<file path="src/rtl/msgin_pkg.sv">
package msgin_pkg;
  localparam int BYTE_W = 8;
  typedef logic [BYTE_W-1:0] byte_t;

  localparam byte_t C_DONE       = 8'h00;
  localparam byte_t C_EXT        = 8'h01;
  localparam byte_t C_SAVE       = 8'h02;
  localparam byte_t C_RESTORE    = 8'h03;
  localparam byte_t C_DISC       = 8'h04;
  localparam byte_t C_REJECT     = 8'h07;
  localparam byte_t C_ABORT_TAG  = 8'h0D;
  localparam byte_t C_SIMPLE_TAG = 8'h20;
  localparam byte_t X_SYNC       = 8'h01;
  localparam byte_t X_WIDE       = 8'h03;
  localparam byte_t X_SYNC_LEN   = 8'h03;
  localparam byte_t X_WIDE_LEN   = 8'h02;
  localparam byte_t NO_TAG       = 8'hFF;
  localparam byte_t IDENT_RSVD   = 8'h78;

  typedef enum logic [2:0] {
    K_IDENT, K_DONE, K_DISC, K_SAVE, K_RESTORE, K_EXT, K_REJ_IN, K_UNKNOWN
  } kind_e;

  typedef enum logic [2:0] {
    S_FIRST, S_SNOOP, S_TAG, S_XLEN, S_XCODE, S_XPER, S_XOFS, S_XWID
  } state_e;
endpackage

</file>
<file path="src/rtl/msgin_req_gate.sv">
module msgin_req_gate (
  input  logic clk,
  input  logic rst_n,
  input  logic req_i,
  input  logic ack_set_i,
  output logic take_o
);
  logic armed_q;
  logic armed_d;

  always_comb begin
    armed_d = armed_q;
    if (ack_set_i)   armed_d = 1'b0;
    else if (!req_i) armed_d = 1'b1;
  end

  always_ff @(posedge clk or negedge rst_n) begin
    if (!rst_n) armed_q <= 1'b1;
    else        armed_q <= armed_d;
  end

  assign take_o = req_i & armed_q;
endmodule

</file>
<file path="src/rtl/msgin_classify.sv">
module msgin_classify
  import msgin_pkg::*;
(
  input  byte_t data_i,
  output kind_e kind_o
);
  always_comb begin
    if (data_i[BYTE_W-1]) begin
      kind_o = K_IDENT;
    end else begin
      case (data_i)
        C_DONE:    kind_o = K_DONE;
        C_DISC:    kind_o = K_DISC;
        C_SAVE:    kind_o = K_SAVE;
        C_RESTORE: kind_o = K_RESTORE;
        C_EXT:     kind_o = K_EXT;
        C_REJECT:  kind_o = K_REJ_IN;
        default:   kind_o = K_UNKNOWN;
      endcase
    end
  end
endmodule

</file>
<file path="src/rtl/msgin_tag_check.sv">
module msgin_tag_check
  import msgin_pkg::*;
#(
  parameter int TAG_SLOTS = 32
) (
  input  byte_t tag_i,
  output logic  in_range_o
);
  localparam int    COMP_INT = (256 - TAG_SLOTS) % 256;
  localparam byte_t COMP     = byte_t'(COMP_INT);

  logic [BYTE_W:0] sum;
  assign sum        = {1'b0, tag_i} + {1'b0, COMP};
  assign in_range_o = ~sum[BYTE_W];
endmodule

</file>
<file path="src/rtl/msgin_decoder.sv">
module msgin_decoder
  import msgin_pkg::*;
#(
  parameter int TAG_SLOTS = 32
) (
  input  logic       clk,
  input  logic       rst_n,
  input  logic       req_i,
  input  logic [7:0] data_i,
  input  logic       phase_mis_i,
  input  logic       bus_free_i,
  input  logic [3:0] resel_id_i,
  input  logic       chan_b_i,
  output logic       ack_o,
  output logic       atn_o,
  output logic       reply_vld_o,
  output logic [7:0] reply_byte_o,
  output logic [7:0] first_byte_o,
  output logic       ev_done_o,
  output logic       ev_disc_o,
  output logic       ev_save_o,
  output logic       ev_restore_o,
  output logic       ev_rej_in_o,
  output logic       ev_ident_o,
  output logic [7:0] ident_tcl_o,
  output logic [7:0] tag_o,
  output logic       ev_sync_o,
  output logic [7:0] sync_period_o,
  output logic [7:0] sync_offset_o,
  output logic       ev_wide_o,
  output logic [7:0] wide_exp_o,
  output logic       ev_send_rej_o,
  output logic       ev_abort_tag_o,
  output logic       ev_phase_mis_o
);
  state_e st_q, st_d;
  byte_t  first_q, first_d, len_q, len_d, per_q, per_d, tcl_q, tcl_d;
  byte_t  reply_q, reply_d, itcl_q, itcl_d, tag_q, tag_d;
  byte_t  sper_q, sper_d, sofs_q, sofs_d, wexp_q, wexp_d;
  logic   ack_q, ack_d, atn_q, atn_d, rvld_q, rvld_d;
  logic   done_q, done_d, disc_q, disc_d, save_q, save_d, rest_q, rest_d;
  logic   rejin_q, rejin_d, ident_q, ident_d, sync_q, sync_d, wide_q, wide_d;
  logic   srej_q, srej_d, abort_q, abort_d, pmis_q, pmis_d;
  logic   take, tag_ok, rej;
  kind_e  kind;

  msgin_req_gate gate_i (
    .clk(clk), .rst_n(rst_n), .req_i(req_i), .ack_set_i(ack_d), .take_o(take)
  );

  msgin_classify cls_i (.data_i(data_i), .kind_o(kind));

  msgin_tag_check #(.TAG_SLOTS(TAG_SLOTS)) tchk_i (.tag_i(data_i), .in_range_o(tag_ok));

  always_comb begin
    st_d = st_q;   first_d = first_q; len_d = len_q;   per_d = per_q;
    tcl_d = tcl_q; reply_d = reply_q; itcl_d = itcl_q; tag_d = tag_q;
    sper_d = sper_q; sofs_d = sofs_q; wexp_d = wexp_q;
    ack_d = 1'b0;  atn_d = 1'b0;  rvld_d = 1'b0; rej = 1'b0;
    done_d = 1'b0; disc_d = 1'b0; save_d = 1'b0; rest_d = 1'b0;
    rejin_d = 1'b0; ident_d = 1'b0; sync_d = 1'b0; wide_d = 1'b0;
    srej_d = 1'b0; abort_d = 1'b0; pmis_d = 1'b0;
    case (st_q)
      S_FIRST: begin
        if (take) begin
          first_d = data_i;
          ack_d   = 1'b1;
          case (kind)
            K_IDENT: begin
              if ((data_i & IDENT_RSVD) != '0) rej = 1'b1;
              else begin
                tcl_d = {resel_id_i, chan_b_i, data_i[2:0]};
                st_d  = S_SNOOP;
              end
            end
            K_DONE:    done_d  = 1'b1;
            K_DISC:    disc_d  = 1'b1;
            K_SAVE:    save_d  = 1'b1;
            K_RESTORE: rest_d  = 1'b1;
            K_REJ_IN:  rejin_d = 1'b1;
            K_EXT:     st_d    = S_XLEN;
            default:   rej     = 1'b1;
          endcase
        end
      end
      S_SNOOP: begin
        if (phase_mis_i || bus_free_i || (take && data_i != C_SIMPLE_TAG)) begin
          ident_d = 1'b1;
          itcl_d  = tcl_q;
          tag_d   = NO_TAG;
          st_d    = S_FIRST;
        end else if (take) begin
          ack_d = 1'b1;
          st_d  = S_TAG;
        end
      end
      S_TAG: begin
        if (phase_mis_i) begin
          pmis_d = 1'b1;
          st_d   = S_FIRST;
        end else if (take) begin
          ack_d = 1'b1;
          st_d  = S_FIRST;
          if (tag_ok) begin
            ident_d = 1'b1;
            itcl_d  = tcl_q;
            tag_d   = data_i;
          end else begin
            abort_d = 1'b1;
            atn_d   = 1'b1;
            rvld_d  = 1'b1;
            reply_d = C_ABORT_TAG;
          end
        end
      end
      default: begin
        if (phase_mis_i) begin
          pmis_d = 1'b1;
          st_d   = S_FIRST;
        end else if (take) begin
          ack_d = 1'b1;
          st_d  = S_FIRST;
          case (st_q)
            S_XLEN: begin
              len_d = data_i;
              st_d  = S_XCODE;
            end
            S_XCODE: begin
              if (data_i == X_SYNC && len_q == X_SYNC_LEN)      st_d = S_XPER;
              else if (data_i == X_WIDE && len_q == X_WIDE_LEN) st_d = S_XWID;
              else                                              rej  = 1'b1;
            end
            S_XPER: begin
              per_d = data_i;
              st_d  = S_XOFS;
            end
            S_XOFS: begin
              sync_d = 1'b1;
              sper_d = per_q;
              sofs_d = data_i;
            end
            default: begin
              wide_d = 1'b1;
              wexp_d = data_i;
            end
          endcase
        end
      end
    endcase
    if (rej) begin
      srej_d  = 1'b1;
      atn_d   = 1'b1;
      rvld_d  = 1'b1;
      reply_d = C_REJECT;
    end
  end

  always_ff @(posedge clk or negedge rst_n) begin
    if (!rst_n) begin
      st_q <= S_FIRST; first_q <= '0; len_q <= '0; per_q <= '0; tcl_q <= '0;
      reply_q <= '0; itcl_q <= '0; tag_q <= '0; sper_q <= '0; sofs_q <= '0; wexp_q <= '0;
      ack_q <= 1'b0; atn_q <= 1'b0; rvld_q <= 1'b0;
      done_q <= 1'b0; disc_q <= 1'b0; save_q <= 1'b0; rest_q <= 1'b0;
      rejin_q <= 1'b0; ident_q <= 1'b0; sync_q <= 1'b0; wide_q <= 1'b0;
      srej_q <= 1'b0; abort_q <= 1'b0; pmis_q <= 1'b0;
    end else begin
      st_q <= st_d; first_q <= first_d; len_q <= len_d; per_q <= per_d; tcl_q <= tcl_d;
      reply_q <= reply_d; itcl_q <= itcl_d; tag_q <= tag_d;
      sper_q <= sper_d; sofs_q <= sofs_d; wexp_q <= wexp_d;
      ack_q <= ack_d; atn_q <= atn_d; rvld_q <= rvld_d;
      done_q <= done_d; disc_q <= disc_d; save_q <= save_d; rest_q <= rest_d;
      rejin_q <= rejin_d; ident_q <= ident_d; sync_q <= sync_d; wide_q <= wide_d;
      srej_q <= srej_d; abort_q <= abort_d; pmis_q <= pmis_d;
    end
  end

  assign ack_o          = ack_q;
  assign atn_o          = atn_q;
  assign reply_vld_o    = rvld_q;
  assign reply_byte_o   = reply_q;
  assign first_byte_o   = first_q;
  assign ev_done_o      = done_q;
  assign ev_disc_o      = disc_q;
  assign ev_save_o      = save_q;
  assign ev_restore_o   = rest_q;
  assign ev_rej_in_o    = rejin_q;
  assign ev_ident_o     = ident_q;
  assign ident_tcl_o    = itcl_q;
  assign tag_o          = tag_q;
  assign ev_sync_o      = sync_q;
  assign sync_period_o  = sper_q;
  assign sync_offset_o  = sofs_q;
  assign ev_wide_o      = wide_q;
  assign wide_exp_o     = wexp_q;
  assign ev_send_rej_o  = srej_q;
  assign ev_abort_tag_o = abort_q;
  assign ev_phase_mis_o = pmis_q;
endmodule

</file>
<file path="config.mk">
export PLATFORM = sky130hd
export DESIGN_NAME = msgin_decoder
export DESIGN_NICKNAME = d
export VERILOG_FILES = /design/src/rtl/msgin_pkg.sv /design/src/rtl/msgin_req_gate.sv /design/src/rtl/msgin_classify.sv /design/src/rtl/msgin_tag_check.sv /design/src/rtl/msgin_decoder.sv
export SDC_FILE = /design/constraint.sdc
export NUM_CORES = 1
export LEC_CHECK = 0
export ABC_AREA = 1
export ABC_CLOCK_PERIOD_IN_PS = 1500
export BUFFER_PORTS_ARGS = -buffer_cell sky130_fd_sc_hd__buf_2
export CAP_MARGIN = 0
export CORE_UTILIZATION = 48
export DETAILED_ROUTE_END_ITERATION = 12
export PLACE_DENSITY = 0.73
export SLEW_MARGIN = 20
export SYNTH_ARGS = -nofsm -noshare
export SYNTH_HDL_FRONTEND = slang
export SYNTH_SLANG_ARGS = --single-unit
</file>
<file path="constraint.sdc">
create_clock -name clk -period 1.5 [get_ports clk]
set_clock_uncertainty 0.1 [all_clocks]
set_input_delay 0.225 -clock clk [delete_from_list [all_inputs] [get_ports clk]]
set_output_delay 0.225 -clock clk [all_outputs]
set_load 0.01 [all_outputs]
</file>
==> flow_summary_export.csv <==
group,metric,value,unit
routing,firstDrtPassIters,4,
cells_and_area,n_fill_cell,644,
cells_and_area,layout_common_cells,"nand2_1, dfrtp_1, buf_2",
die,io_pins,88,
place,routabilityCongestion,0.891,
cells_and_area,final_core_util,0.670,
synth,yosys-top-cells-area,"dfrtp_1, nand2_1, o21ai_0",
cells_and_area,antenna_cells,0,
power,power_frac_comb,0.343,
synth,syn_inst,440,
cts,clkSinkCount,92,
synth,synth-main-ff-cell,"dfrtp_1",
routing,vias,3403,
cells_and_area,fin_nets,599,
power,total_power,8.02,mW
power,switchingPower,2.78,mW
routing,viasPerCell,4.95,
global_route,track_usage,0.237,
synth,async_flop_share,1.00,
cts,h-tree-depth,3,
worst_setup_path,start_kind,"flop",
power,ir_drop,0.000960,V
cts,cts.root.buffer_cell,"clkbuf_8",
global_route,grt_pass1_wl,15400,µm
synth,yosysUniqueCellTypes,31,
worst_setup_path,critPathKind,"flop to flop",
timing,final.setup.tns,-0.858,ns
die,die-area,8450,µm²
timing,rsz0062_at_grt,"true",
timing,hold_viol,0,
timing,fmax,646,MHz
die,initial_core_util,0.500,
global_route,grt_pass1_vias,3237,
power,p_sw_frac,0.346,
power,internal_power,5.24,mW
cts,path_clk_slew,0.09,ns
synth,synth-seq-area-share,0.593,
synth,avgSynthCellArea,8.82,µm²
timing,whs,0.0486,ns
status,outcome,"finished with violations",
synth,synth.cell_area,3880,µm²
die,core,7770,µm²
timing,finalSetupViolations,34,
place,numPortBuffers,83,
power,power_frac_seq,0.424,
global_route,grt_overflow_total,0,
routing,ant_nets,0,
routing,drc_errors,0,
timing,finalWorstSetupSlack,-0.0491,ns
power,p_leak,2.83,nW
synth,synth_top_area_share,0.587,
worst_setup_path,worst_setup_path_end_kind,"flop",
synth,ys_seq_elements,92,
cells_and_area,area_growth,34.0,%
power,clkPwrFrac,0.232,
power,power_density,1540,nW/µm²
die,rows,32,
global_route,grt_max_degree,31,
synth,yosysTopAreaCell,"dfrtp_1",
place,dpl.hpwl,6870,µm
worst_setup_path,crit_required,1.71,ns
cells_and_area,final_layout_size_suffix_gt1_frac,0.331,
global_route,antenna_found_initial,0,
timing,slew_violations,0,
cts,clk_path_buf_depth,2,
routing,first_iter_violations,163,
die,fp.dieW,91.9,µm
synth,synth_warnings,0,
run,drv_cap,0,
cts,insertion_delay,0.36,ns
synth,synth_edf_count,0,
cts,cts_tree,"done",
cells_and_area,final_common_cell,"nand2_1",
timing,finalCritPeriodShare,1.03,
status,failed_checks,"setup timing",
cts,cts_made_buffers,9,
timing,min_period,1.55,ns
routing,drt_wl_total,9410,µm
die,die_height,91.9,µm
hold_path,worstHoldPathType,"input port to flop",
routing,wl_per_cell,13.7,µm
worst_setup_path,critPathMaxFanout,12,
worst_setup_path,arrival,1.76,ns
==> power groups by stage <==
stage / Sequential [mW] / Combinational [mW] / Clock, mW
global route: 3.46 / 3.09 / 1.97
CTS: 3.39 / 2.53 / 1.89
floorplan: 3.57 / 1.23 / 0
detailed placement: 3.44 / 2.39 / 0
finish: 3.40 / 2.75 / 1.86
global placement: 3.41 / 2.32 / 0
==> worst paths after layout <==
check                               start             end  slack (ns)  depth (start not counted)
min in group asynchronous           rst_n        tcl_q[6]        0.19                          2
max in group asynchronous           rst_n  gate_i.armed_q        0.53                          3
min                             data_i[2]        tag_o[2]        0.05                          3
max                        gate_i.armed_q        tag_o[6]       -0.05                          6
min reg2reg                      tcl_q[7]  ident_tcl_o[7]        0.36                          2
max reg2reg                gate_i.armed_q        tag_o[6]       -0.05                          6
==> cells in the mapped netlist (3+ instances only) <==
library cell	count
buf_4	8
clkbuf_1	6
dfrtp_1	91
inv_1	27
inv_2	4
mux2_2	5
nand2_1	144
nand2_2	6
nand3_1	31
nand4_1	4
nor2_1	38
nor2_2	3
o21ai_0	49
o21ai_1	3
==> metal layers <==
| metal | global-route usage | vias to the layer above | wire length [µm] |
|---|---|---|---|
| met5 | 0 | - | 0 |
| met4 | 0.104 | 0 | 185 |
| met3 | 0.0357 | 16 | 376 |
| met2 | 0.386 | 86 | 4550 |
| met1 | 0.314 | 1626 | 4300 |
| li1 | - | 1675 | - |
==> repair_timing <==
action | CTS | global route
setup buffers | 3 | 4
cloned | 1 | 0
setup endpoints to repair | 45 | 80
gates resized for setup | 16 | 23
pin swaps | 6 | 5
endpoints found under the hold margin | 81 | 0
hold buffers | 7 | 0
==> critical path: stages, from the launching register on <==
cell and delay [ns]:
dfstp_2 0.56, nand2_4 0.07, nor2_4 0.15, nand4_2 0.19
nand2_4 0.19, buf_4 0.14, o21a_1 0.10
==> state kept, by name, indices dropped and copies added (netlist names), 3 cells and up <==
| register | count |
|---|---|
| sync_period_o | 8 |
| sync_offset_o | 8 |
| st_q | 3 |
| reply_byte_o | 3 |
| ident_tcl_o | 8 |
| wide_exp_o | 8 |
| tcl_q | 8 |
| len_q | 8 |
| tag_o | 8 |
| first_byte_o | 8 |
| per_q | 8 |
==> cell families (layout without fill, tap and decap cells) <==
kind of cell / count (synthesis) / count (layout) / synth area share
AO/OA/AOI/OAI: 60 / 60 / 0.0822
buffers and inverters: 49 / 192 / 0.0577
flip-flops: 92 / 92 / 0.593
multiplexers: 5 / 5 / 0.0145
other: 1 / 4 / 0.000966
AND/OR/NAND/NOR: 233 / 233 / 0.251
==> cell type report <==
cell class                 count  area (µm²)  area share
inverter                      32         129      0.0248
timing repair buffer         144         978       0.188
clock buffer                  10         128      0.0245
clock inverter                 6        93.8      0.0180
tap                          102         128      0.0245
sequential                    92        2300       0.443
multi-input combinational    302        1440       0.277
==> through the flow <==
| step | std cells | instance area [µm²] | worst slack (ns) |
|---|---|---|---|
| 2_1_floorplan | 443 | 3910 | 0.00111 |
| 6_report | 688 | 5200 | -0.0491 |
| 5_1_grt | 688 | 5200 | -0.151 |
| 3_3_place_gp | 657 | 4740 | -0.115 |
| 3_5_place_dp | 657 | 4740 | -0.138 |
| 4_1_cts | 684 | 5110 | -0.0423 |
No activity file was read; power rests on OpenSTA's default activity.
